`config.mk`:
```
export PLATFORM = sky130hd
export DESIGN_NAME = bus_activity_decoder
export DESIGN_NICKNAME = d
export VERILOG_FILES = /design/src/rtl/bad_pkg.sv /design/src/rtl/bad_addr_decode.sv /design/src/rtl/bad_edge_det.sv /design/src/rtl/bad_status.sv /design/src/rtl/bus_activity_decoder.sv
export SDC_FILE = /design/constraint.sdc
export NUM_CORES = 1
export LEC_CHECK = 0
export BUFFER_PORTS_ARGS = -buffer_cell sky130_fd_sc_hd__buf_2
export CAP_MARGIN = 20
export CORE_UTILIZATION = 30
export DETAILED_ROUTE_END_ITERATION = 10
export HOLD_SLACK_MARGIN = 0.08
export PLACE_DENSITY = 0.87
export SETUP_SLACK_MARGIN = 0.3
export SYNTH_ARGS = -nofsm -noshare
export SYNTH_HDL_FRONTEND = slang
export SYNTH_SLANG_ARGS = --single-unit
```
`constraint.sdc`:
```
create_clock -name clk_i -period 0.9 [get_ports clk_i]
set_clock_uncertainty 0.05 [all_clocks]
set_input_delay 0.045 -clock clk_i [delete_from_list [all_inputs] [get_ports clk_i]]
set_output_delay 0.045 -clock clk_i [all_outputs]
set_load 0.01 [all_outputs]
```
`src/rtl/bad_pkg.sv`:
```
package bad_pkg;
  localparam int unsigned NCAT    = 8;
  localparam int unsigned CAT_KBD = 7;
  localparam int unsigned CAT_SER = 6;
  localparam int unsigned CAT_PAR = 5;
  localparam int unsigned CAT_VID = 4;
  localparam int unsigned CAT_DSK = 3;
  localparam int unsigned CAT_RSV = 2;
  localparam int unsigned CAT_IRQ = 1;
  localparam int unsigned CAT_DMA = 0;
  // categories allowed to reload the peripheral timer
  localparam logic [NCAT-1:0] PER_OK = 8'b1101_1000;

  typedef logic [NCAT-1:0] cat_t;

  function automatic logic in_win16(input logic [15:0] a, input logic [15:0] lo,
                                    input logic [15:0] hi);
    return (a >= lo) && (a <= hi);
  endfunction
endpackage

```
`src/rtl/bad_addr_decode.sv`:
```
module bad_addr_decode
  import bad_pkg::*;
#(
  parameter int unsigned ADDR_W  = 32,
  parameter logic [31:0] MEM_LO  = 32'h000A_0000,
  parameter logic [31:0] MEM_HI  = 32'h000B_FFFF
) (
  input  logic              valid_i,
  input  logic              io_i,
  input  logic [ADDR_W-1:0] addr_i,
  output cat_t              hit_o
);
  localparam int unsigned IO_W  = 16;
  localparam int unsigned NSER  = 4;
  localparam int unsigned NPAR  = 2;
  localparam logic [15:0] SER_BASE [NSER] = '{16'h03F8, 16'h02F8, 16'h03E8, 16'h02E8};
  localparam logic [15:0] PAR_BASE [NPAR] = '{16'h0378, 16'h0278};

  logic [IO_W-1:0] io_a;
  logic            io_cyc, mem_cyc;
  logic [NSER-1:0] ser_m;
  logic [NPAR-1:0] par_m;

  assign io_a    = addr_i[IO_W-1:0];
  assign io_cyc  = valid_i && io_i;
  assign mem_cyc = valid_i && !io_i;

  for (genvar g = 0; g < NSER; g++) begin : g_ser
    assign ser_m[g] = in_win16(io_a, SER_BASE[g], SER_BASE[g] + 16'h7);
  end
  for (genvar g = 0; g < NPAR; g++) begin : g_par
    assign par_m[g] = in_win16(io_a, PAR_BASE[g], PAR_BASE[g] + 16'h7);
  end

  always_comb begin
    hit_o          = '0;
    hit_o[CAT_KBD] = io_cyc && (io_a == 16'h0060);
    hit_o[CAT_SER] = io_cyc && (|ser_m);
    hit_o[CAT_PAR] = io_cyc && (|par_m);
    hit_o[CAT_VID] = (io_cyc && in_win16(io_a, 16'h03B0, 16'h03DF)) ||
                     (mem_cyc && (addr_i >= ADDR_W'(MEM_LO)) && (addr_i <= ADDR_W'(MEM_HI)));
    hit_o[CAT_DSK] = io_cyc && (in_win16(io_a, 16'h01F0, 16'h01F7) ||
                                in_win16(io_a, 16'h0170, 16'h0177) ||
                                (io_a == 16'h03F5));
  end
endmodule

```
`src/rtl/bad_edge_det.sv`:
```
module bad_edge_det #(
  parameter int unsigned N = 2
) (
  input  logic         clk_i,
  input  logic         rst_ni,
  input  logic [N-1:0] lvl_i,
  output logic [N-1:0] rise_o
);
  logic [N-1:0] lvl_q;

  for (genvar g = 0; g < N; g++) begin : g_bit
    always_ff @(posedge clk_i or negedge rst_ni) begin
      if (!rst_ni) lvl_q[g] <= 1'b0;
      else         lvl_q[g] <= lvl_i[g];
    end
    assign rise_o[g] = lvl_i[g] && !lvl_q[g];
  end
endmodule

```
`src/rtl/bad_status.sv`:
```
module bad_status
  import bad_pkg::*;
(
  input  logic clk_i,
  input  logic rst_ni,
  input  cat_t set_i,
  input  cat_t clr_i,
  output cat_t sts_o
);
  cat_t sts_q;

  for (genvar g = 0; g < NCAT; g++) begin : g_bit
    if (g == CAT_RSV) begin : g_rsv
      assign sts_q[g] = 1'b0;
    end else begin : g_live
      always_ff @(posedge clk_i or negedge rst_ni) begin
        if (!rst_ni)       sts_q[g] <= 1'b0;
        else if (set_i[g]) sts_q[g] <= 1'b1;   // set beats clear
        else if (clr_i[g]) sts_q[g] <= 1'b0;
      end
    end
  end

  assign sts_o = sts_q;
endmodule

```
`src/rtl/bus_activity_decoder.sv`:
```
module bus_activity_decoder
  import bad_pkg::*;
#(
  parameter int unsigned ADDR_W = 32
) (
  input  logic              clk_i,
  input  logic              rst_ni,
  input  logic              cyc_valid_i,
  input  logic              cyc_io_i,
  input  logic [ADDR_W-1:0] cyc_addr_i,
  input  logic              dma_active_i,
  input  logic              pirq_act_i,
  input  logic [7:0]        pri_en_i,
  input  logic [7:0]        rld_en_i,
  input  logic [7:0]        sts_clr_i,
  output logic [7:0]        sts_o,
  output logic              pri_evt_o,
  output logic              per_evt_o
);
  cat_t       addr_hit, evt_set;
  logic [1:0] lvl_rise;
  logic       pri_q, per_q;

  bad_addr_decode #(.ADDR_W(ADDR_W)) u_dec (
    .valid_i (cyc_valid_i),
    .io_i    (cyc_io_i),
    .addr_i  (cyc_addr_i),
    .hit_o   (addr_hit)
  );

  bad_edge_det #(.N(2)) u_edge (
    .clk_i  (clk_i),
    .rst_ni (rst_ni),
    .lvl_i  ({pirq_act_i, dma_active_i}),
    .rise_o (lvl_rise)
  );

  always_comb begin
    evt_set          = addr_hit;
    evt_set[CAT_DMA] = lvl_rise[0];
    evt_set[CAT_IRQ] = lvl_rise[1];
  end

  bad_status u_sts (
    .clk_i  (clk_i),
    .rst_ni (rst_ni),
    .set_i  (evt_set),
    .clr_i  (sts_clr_i),
    .sts_o  (sts_o)
  );

  always_ff @(posedge clk_i or negedge rst_ni) begin
    if (!rst_ni) begin
      pri_q <= 1'b0;
      per_q <= 1'b0;
    end else begin
      pri_q <= |(evt_set & pri_en_i);
      per_q <= |(evt_set & rld_en_i & PER_OK);
    end
  end

  assign pri_evt_o = pri_q;
  assign per_evt_o = per_q;
endmodule

```
Word-level counts from Yosys, hierarchy flattened
Index checks and enable logic that the tools add are counted.
Cells by class
  add/sub/neg operators: 0
  $mul: 0
  div/mod/pow operators: 0
  $lt $le $gt $ge: 20
  eq/ne operators: 2
  shift-type cells: 0
  multiplexer cells: 14
  bitwise gates (word level): 2
  reductions and logical operators: 37
Operators by type and width (number)
  $ge A16 B10 Y1 const B: 7
  $le A16 B10 Y1 const B: 7
  $ge A16 B9 Y1 const B: 2
  $ge A32 B20 Y1 const B: 1
  $le A16 B9 Y1 const B: 2
  $le A32 B20 Y1 const B: 1
  $logic_and A1 B1 Y1: 20
  $and A8 B8 Y8: 2
  $eq A16 B10 Y1 const B: 1
  $eq A16 B7 Y1 const B: 1
  $mux W1: 14
  $reduce_bool A2 Y1: 7
  $reduce_or A4 Y1: 2
  $reduce_or A8 Y1: 1
  $logic_not A1 Y1: 3
  $logic_or A1 B1 Y1: 3
  $reduce_or A2 Y1: 1
Storage, ports and cells
  flip-flop bits (word level): 11
  latch bits: 0
  memory bits (writable): 0
  bits in read-only memories: 0
  input port bits: 62
  output and inout bits: 10
  logic and storage cells: 86
  memories: 0

Logic depth before layout (Yosys ltp)
Gate-level depths: netlist (run 1).
  word-level depth: 7
  mapped depth: 4
  gate-level depth less buffers: 4

By module
Synthesis (run 1) repeated with hierarchy kept, for this count alone.
Second synthesis, totals
  cells, all modules: 66
  area, all modules: 658.1 µm²
Modules (own cells, without submodules)
  bad_status: times used 1, cells each 23, area each 265.3 µm², seq. area each 175.2 µm²
  bad_addr_decode: times used 1, cells each 29, area each 210.2 µm², seq. area each 0.0 µm²
  bus_activity_decoder: times used 1, cells each 10, area each 105.1 µm², seq. area each 50.0 µm²
  bad_edge_det: times used 1, cells each 4, area each 77.6 µm², seq. area each 50.0 µm²

Worst setup path before layout (run 1)
OpenSTA, ideal clock, no wires.
  path type: input -> register
  start point: in cyc_addr_i[11]
  end point: reg per_q, in the netlist per_evt_o
  setup time: 0.090 ns
  data arrival time: 1.215 ns
  data required time: 0.760 ns
  setup slack: -0.455 ns
  cell stages on the path: 4
  buffers on the path: 0
  cell sequence: or4_4 -> nor4_4 -> nand4_1 -> o221ai_1
On the way
  word-level cells in the longest chain between the ends: 7
  elaborated cells on any way between the ends: 37
  those cells by class: 16 x order compare; 2 x eq/ne; 1 x bitwise; 18 x reduce/logical
Ends and longest elaborated chain
  from (decl): line bus_activity_decoder.sv:10  | input logic [ADDR_W-1:0] cyc_addr_i,
  branches (longest 5 deep; another with $ge A32 B20 Y1)
  $and A8 B8 Y8 (*): line bus_activity_decoder.sv:58  | per_q <= |(evt_set & rld_en_i & PER_OK);
  $reduce_or A4 Y1 (*): line bus_activity_decoder.sv:58
  to (signal assigned): line bus_activity_decoder.sv:58
  to (decl): line bus_activity_decoder.sv:22  | logic pri_q, per_q;
Every way passes the cells marked *.
A chain may end at the register's enable or synchronous reset.

Worst setup path after layout (run 1)
  start point: in cyc_addr_i[13]
  end point: reg pri_q, in the netlist pri_evt_o
On the way
  word-level cells in the longest chain between the ends: 7
  elaborated cells on any way between the ends: 45
  those cells by class: 20 x order compare; 2 x eq/ne; 1 x bitwise; 22 x reduce/logical
Ends and longest elaborated chain
  branches (longest 5 deep; another with $ge A32 B20 Y1)
  $and A8 B8 Y8 (*): line bus_activity_decoder.sv:57  | pri_q <= |(evt_set & pri_en_i);
  $reduce_or A8 Y1 (*): line bus_activity_decoder.sv:57
  to (signal assigned): line bus_activity_decoder.sv:57
  to (decl): line bus_activity_decoder.sv:22
Marked as above.

==> flow_summary_export.csv, run 1 <==
group,metric,value,unit
min_path,min_from,"dma_active_i",
clock_tree,cts_buffers,3,
placed_design,pre_cts_slack,-0.661,ns
placed_design,portBuffers,63,
pwr,switchingPower,0.298,mW
clock_tree,path_clk_slew,0.07,ns
global_routing,overflow,0,
sta,rsz0062_at_grt,"yes",
route,first_pass_iters,4,
synth,ys_warn_count,0,
cells_and_area,nets,213,
critical_path,reg2reg_to,"pri_evt_o$_DFF_PN0_",
clock_tree,clockRootBuffer,"clkbuf_4",
clock_tree,htree_levels,1,
global_routing,grt_pass1_wl,3620,um
outcome,outcome,"complete, but fails checks",
critical_path,cp-start-kind,"input port",
cells_and_area,n_fill_cell,172,
critical_path,ff2ff_setup_slack,-0.18,ns
die,coreArea,2000,um^2
global_routing,antenna_found_initial,0,
synth,synth_area_per_cell,9.00,um^2
pwr,powerDensity,931,nW/um^2
die,dieArea,2350,um^2
synth,dominantRegCellSynth,"dfrtp_1",
route,ant_nets,0,
synth,synthCells,72,
synth,synth_edf_count,0,
min_path,min_to,"u_edge.lvl_q[0]$_DFF_PN0_",
cells_and_area,seq_area,275,um^2
synth,ys_types,27,
die,std_cell_rows,16,
sta,fmax,815,MHz
cells_and_area,diodes,0,
synth,synth_area,648,um^2
cells_and_area,layout-drive-gt1-share,61.3,%
placed_design,hpwl,1600,um
clock_tree,cts-hold-fix-buffers,1,
pwr,p_seq_share,45.7,%
sta,finalSetupViolations,7,
route,first_iter_violations,5,
pwr,p_comb_share,24.5,%
critical_path,crit_fanout,4,
route,drt_wl_total,2290,um
synth,ys_ff_latch,11,
sta,hold_ws,-0.137,ns
clock_tree,clk_latency,0.27,ns
cells_and_area,instances_no_fill,177,
critical_path,crit_required,1.04,ns
pwr,p_leak,0.627,nW
critical_path,reg2reg_depth,4,
die,chipHeight,48.5,um
global_routing,grt_use_total,20.5,%
route,vias_per_cell,4.98,
route,num_vias,882,
job,cap_viol_max_count,0,
synth,synth_seq_area_share,42.5,%
pwr,finalPower,1.13,mW
clock_tree,tritoncts,"yes",
global_routing,grt_pass1_vias,878,
placed_design,dp_cells,167,
outcome,violations,"hold timing, setup timing",
pwr,power.internal,0.834,mW
sta,hold_violations,10,
critical_path,critPathKind,"input port to register",
critical_path,critPathCaptureType,"register",
die,initial_core_util,32.4,%
die,ios,72,
sta,finalCriticalPeriod,1.23,ns
sta,maxSlewViolCount,0,
synth,async_flop_share,100,%
die,die-width,48.5,um
clock_tree,cts_buffer_depth,2,
synth,synth_fp_nets,134,
global_routing,grt_max_degree,12,
pwr,p_clk_share,29.9,%
cells_and_area,multi_input_area,399,um^2
placed_design,gp_congestion,0.788,
pwr,power.share.switching,26.3,%
sta,worst_slack,-0.327,ns
route,wire_per_inst,12.9,um
clock_tree,clock-sinks,11,
critical_path,r2r_start,"u_edge.lvl_q[1]$_DFF_PN0_",
sta,tns,-1.78,ns
pwr,ir_worst_vdd,0.697,mV
critical_path,cp.arrival,1.36,ns
min_path,hold_path_depth,1,
critical_path,crit_start,"cyc_addr_i[13]",
cells_and_area,area.growth.synth_to_final,87.6,%
min_path,hold_class,"input port to register",
sta,fin_crit_sh,136,%
route,drc,0,
[cells in the final DEF, fill, tap and decap left out, types with 2 or more instances in the layout]
cell type  count
buf_2         59
buf_4         11
buf_6          4
clkbuf_4       3
dfrtp_1       11
inv_1         12
nand2_1        6
nand2_2        2
nand3b_1       3
nand4_1        2
nand4b_1       2
nor3_1         2
nor4_4         2
o21ai_1        4
o221ai_2       2
o22ai_2        2
or4_1          3
[cells in the mapped netlist, types with 2 or more instances]
| master | instances | area [um^2] |
|---|---|---|
| a31oi_1 | 2 | 12.5 |
| dfrtp_1 | 11 | 275 |
| inv_1 | 13 | 48.8 |
| nand2_1 | 8 | 30.0 |
| nand3b_1 | 3 | 22.5 |
| nand4_1 | 2 | 12.5 |
| nand4b_1 | 2 | 17.5 |
| nor3_1 | 2 | 10.0 |
| nor4_1 | 3 | 18.8 |
| o21ai_0 | 5 | 25.0 |
| o221ai_1 | 2 | 17.5 |
| o22ai_1 | 2 | 12.5 |
| or4_1 | 3 | 22.5 |
[worst max-delay path: stages]
cell and delay [ns]:
buf_6 0.09, or4_4 0.59, a2111oi_4 0.35, a31oi_4 0.08, o221ai_2 0.20
[power groups by stage]
| stage | logic [mW] | clock network, mW | registers, mW |
|---|---|---|---|
| 2_1_floorplan | 0.0595 | 0 | 0.531 |
| 3_3_place_gp | 0.226 | 0 | 0.525 |
| 3_5_place_dp | 0.234 | 0 | 0.525 |
| 4_1_cts | 0.249 | 0.343 | 0.516 |
| 5_1_grt | 0.303 | 0.359 | 0.518 |
| 6_report | 0.277 | 0.338 | 0.517 |
[sequential cells by signal, summed over array words and instances, names as in the netlist]
signal / flops
pri_evt_o: 1
u_sts.sts_o: 7
per_evt_o: 1
u_edge.lvl_q: 2
[layer usage]
| metal | vias to the layer above | global-route usage (%) | wire length, um |
|---|---|---|---|
| met1 | 407 | 22.2 | 796 |
| li1 | 418 | - | - |
| met2 | 49 | 35.7 | 1240 |
| met4 | 0 | 15.2 | 80 |
| met5 | - | 0 | 0 |
| met3 | 8 | 3.77 | 168 |
[per-stage QoR]
stage | util (%) | area [um^2]
final | 60.8 | 1220
after global routing | 60.8 | 1220
after CTS | 57.4 | 1150
after detailed placement | 51.7 | 1030
after global placement | 51.7 | 1030
after floorplan | - | 648
[final cells by class]
cell class,count,area share (%)
well taps,27,2.78
repair buffers,75,35.6
clock buffers,4,2.16
multi-input cells,47,32.8
flip-flops and latches,11,22.6
inverters,13,4.01
[repair_timing]
action                                  4_1_cts  5_1_grt
endpoints found under the setup margin       18       18
buffers inserted                              5        0
pin swaps                                     6        8
hold endpoints to repair                     22       11
resized for setup                             9       14
[logic make-up after synthesis]
family / synth area share, %
simple gates: 32.2
compound gates: 16.0
flops: 42.5
other cells: 0.579
buf+inv: 8.69
[how the worst max path moves through the flow]
stage / to / slack, ns / cells after the start
6_report: pri_evt_o$_DFF_PN0_ / -0.33 / 5
5_1_grt: pri_evt_o$_DFF_PN0_ / -0.39 / 6
4_1_cts: per_evt_o$_DFF_PN0_ / -0.33 / 5
3_5_place_dp: per_evt_o$_DFF_PN0_ / -0.66 / 5
3_3_place_gp: per_evt_o$_DFF_PN0_ / -0.60 / 5
2_1_floorplan: per_evt_o$_DFF_PN0_ / -0.45 / 4
Power figures use the tool's default switching activity.
==> run 2: changes to the inputs <==
--- a/config.mk
+++ b/config.mk
@@ -7,10 +7,10 @@
 export LEC_CHECK = 0
 export BUFFER_PORTS_ARGS = -buffer_cell sky130_fd_sc_hd__buf_2
 export CAP_MARGIN = 20
-export CORE_UTILIZATION = 30
+export CORE_UTILIZATION = 35
 export DETAILED_ROUTE_END_ITERATION = 10
 export HOLD_SLACK_MARGIN = 0.08
-export PLACE_DENSITY = 0.87
+export PLACE_DENSITY = 0.94
 export SETUP_SLACK_MARGIN = 0.3
 export SYNTH_ARGS = -nofsm -noshare
 export SYNTH_HDL_FRONTEND = slang
==> constraint.sdc (replaced) <==
create_clock -name clk_i -period 1.48 [get_ports clk_i]
set_clock_uncertainty 0.05 [all_clocks]
set_input_delay 0.074 -clock clk_i [delete_from_list [all_inputs] [get_ports clk_i]]
set_output_delay 0.074 -clock clk_i [all_outputs]
set_load 0.01 [all_outputs]
==> run 2 against run 1 <==
  * The run now ends clean
  * Flip-flop and latch count unchanged
  * Register-to-register slack improved by 0.70 ns
  * Die area decreased by 14%
  * Clock power decreased by 42%
  * Setup slack improved by 0.50 ns
  * Count of clock-buffer cells in the layout unchanged
  * Critical endpoint is now per_evt_o$_DFF_PN0_
==> flow_summary_export.csv, run 2 (synthesis gave the netlist of run 1 again) <==
group,metric,value,unit
outcome,outcome,"complete, no violations",
sta,fmax,766,MHz
critical_path,crit_fanout,4,
clock_tree,clockRootBuffer,"clkbuf_4",
die,chipHeight,45.0,um
global_routing,grt_max_degree,12,
pwr,powerDensity,555,nW/um^2
placed_design,dp_cells,162,
global_routing,antenna_found_initial,0,
cells_and_area,seq_area,275,um^2
critical_path,cp-start-kind,"input port",
clock_tree,clk_latency,0.26,ns
clock_tree,path_clk_slew,0.06,ns
route,first_iter_violations,9,
critical_path,ff2ff_setup_slack,0.52,ns
placed_design,hpwl,1690,um
die,dieArea,2030,um^2
critical_path,crit_chain,"buf_6 > or4bb_4 > nor4_4 > nand4_1 > o221ai_1",
sta,hold_violations,0,
global_routing,grt_pass1_vias,872,
route,num_vias,889,
sta,tns,0,ns
critical_path,cp.arrival,1.43,ns
cells_and_area,final_common_cell,"buf_2",
pwr,power.share.switching,24.8,%
cells_and_area,nets,220,
critical_path,crit_required,1.60,ns
sta,finalCriticalPeriod,1.31,ns
sta,rsz0062_at_grt,"yes",
clock_tree,clock-sinks,11,
critical_path,critPathCaptureType,"register",
global_routing,grt_pass1_wl,3480,um
sta,finalSetupViolations,0,
critical_path,critPathKind,"input port to register",
route,first_pass_iters,4,
die,std_cell_rows,15,
die,die-width,45.0,um
route,ant_nets,0,
cells_and_area,n_fill_cell,149,
route,drt_wl_total,2350,um
clock_tree,cts_buffers,3,
route,drc,0,
clock_tree,htree_levels,1,
cells_and_area,area.growth.synth_to_final,91.9,%
pwr,p_leak,0.626,nW
die,coreArea,1730,um^2
die,initial_core_util,37.5,%
job,cap_viol_max_count,0,
pwr,p_clk_share,28.5,%
critical_path,critPathMaxStageDelay,0.59,ns
pwr,power.internal,0.518,mW
cells_and_area,largest_reg_flops,7,
min_path,hold_class,"input port to register",
sta,fin_crit_sh,88.3,%
critical_path,crit_path_top_delay_cell,"or4bb_4",
cells_and_area,final_core_util,72.0,%
cells_and_area,layout-drive-gt1-share,51.0,%
cells_and_area,mostFrequentLayoutCells,"62 x buf_2, 15 x dlygate4sd3_1, 13 x inv_1",
pwr,switchingPower,0.171,mW
sta,maxSlewViolCount,0,
cells_and_area,instances_no_fill,182,
clock_tree,tritoncts,"yes",
placed_design,portBuffers,63,
global_routing,overflow,0,
pwr,p_seq_share,45.7,%
pwr,finalPower,0.690,mW
placed_design,gp_congestion,0.796,
pwr,p_comb_share,25.9,%
cells_and_area,diodes,0,
clock_tree,cts_buffer_depth,2,
global_routing,grt_use_total,24.1,%
route,vias_per_cell,4.88,
pwr,ir_worst_vdd,0.297,mV
cells_and_area,multi_input_area,360,um^2
die,ios,72,
route,wire_per_inst,12.9,um
## run 2: cell count changes in the layout (fill, tap and decap cells not counted), moves of 3 or more
cell | before | now
o21ai_1 | 4 | 1
dlygate4sd3_1 | 1 | 15
o21ai_0 | 0 | 3
buf_2 | 59 | 62
buf_6 | 4 | 1
buf_4 | 11 | 4
## run 2: metrics by stage
stage	setup WS, ns	instance area, um^2	hold WS (ns)
after floorplan	0.0974	648	-0.272
after global placement	-0.0378	1010	-0.110
after detailed placement	-0.182	1010	-0.100
after CTS	0.216	1230	0.109
after global routing	0.120	1240	0.123
final	0.174	1240	0.117
## run 2: per-layer routing
layer,routed length [um],vias to the layer above,global-route usage (%)
met5,0,-,0
met4,30,0,7.88
met3,164,4,2.80
met2,1370,46,51.9
met1,785,406,22.4
li1,-,433,-
## run 2: cell type report
| class | instances | area share, % |
|---|---|---|
| timing repair buffer | 82 | 40.3 |
| multi-input combinational | 47 | 29.0 |
| sequential | 11 | 22.1 |
| inverter | 13 | 3.92 |
| tap | 25 | 2.52 |
| clock buffer | 4 | 2.11 |
## run 2: worst max-delay path: cells and delay by family
kind,cells,cell delay [ns]
AOI/OAI and AO/OA,1,0.19
and+or+nand+nor,3,1.09
buffers and inverters,1,0.09
## run 2: power groups by stage
stage | combinational, mW | sequential [mW] | clock [mW]
2_1_floorplan | 0.0362 | 0.323 | 0
5_1_grt | 0.195 | 0.316 | 0.218
3_3_place_gp | 0.132 | 0.319 | 0
6_report | 0.178 | 0.315 | 0.197
3_5_place_dp | 0.137 | 0.320 | 0
4_1_cts | 0.174 | 0.314 | 0.199
## run 2: worst paths after layout
kind	endpoint	from	depth (start not counted)
max	per_evt_o$_DFF_PN0_	cyc_addr_i[15]	5
min	pri_evt_o$_DFF_PN0_	pri_en_i[0]	5
max reg2reg	pri_evt_o$_DFF_PN0_	u_edge.lvl_q[1]$_DFF_PN0_	4
min reg2reg	u_sts.sts_o[1]$_DFFE_PN0P_	u_edge.lvl_q[1]$_DFF_PN0_	1
max in group asynchronous	u_sts.sts_o[1]$_DFFE_PN0P_	rst_ni	2
min in group asynchronous	u_sts.sts_o[7]$_DFFE_PN0P_	rst_ni	2
## run 2: timing repair
item                                    in CTS  in global routing
hold buffers                                15                  0
pin swaps                                    6                  0
gates resized for setup                      5                  5
buffers inserted                             1                  0
hold endpoints to repair                    22                  0
endpoints found under the setup margin       6                  7
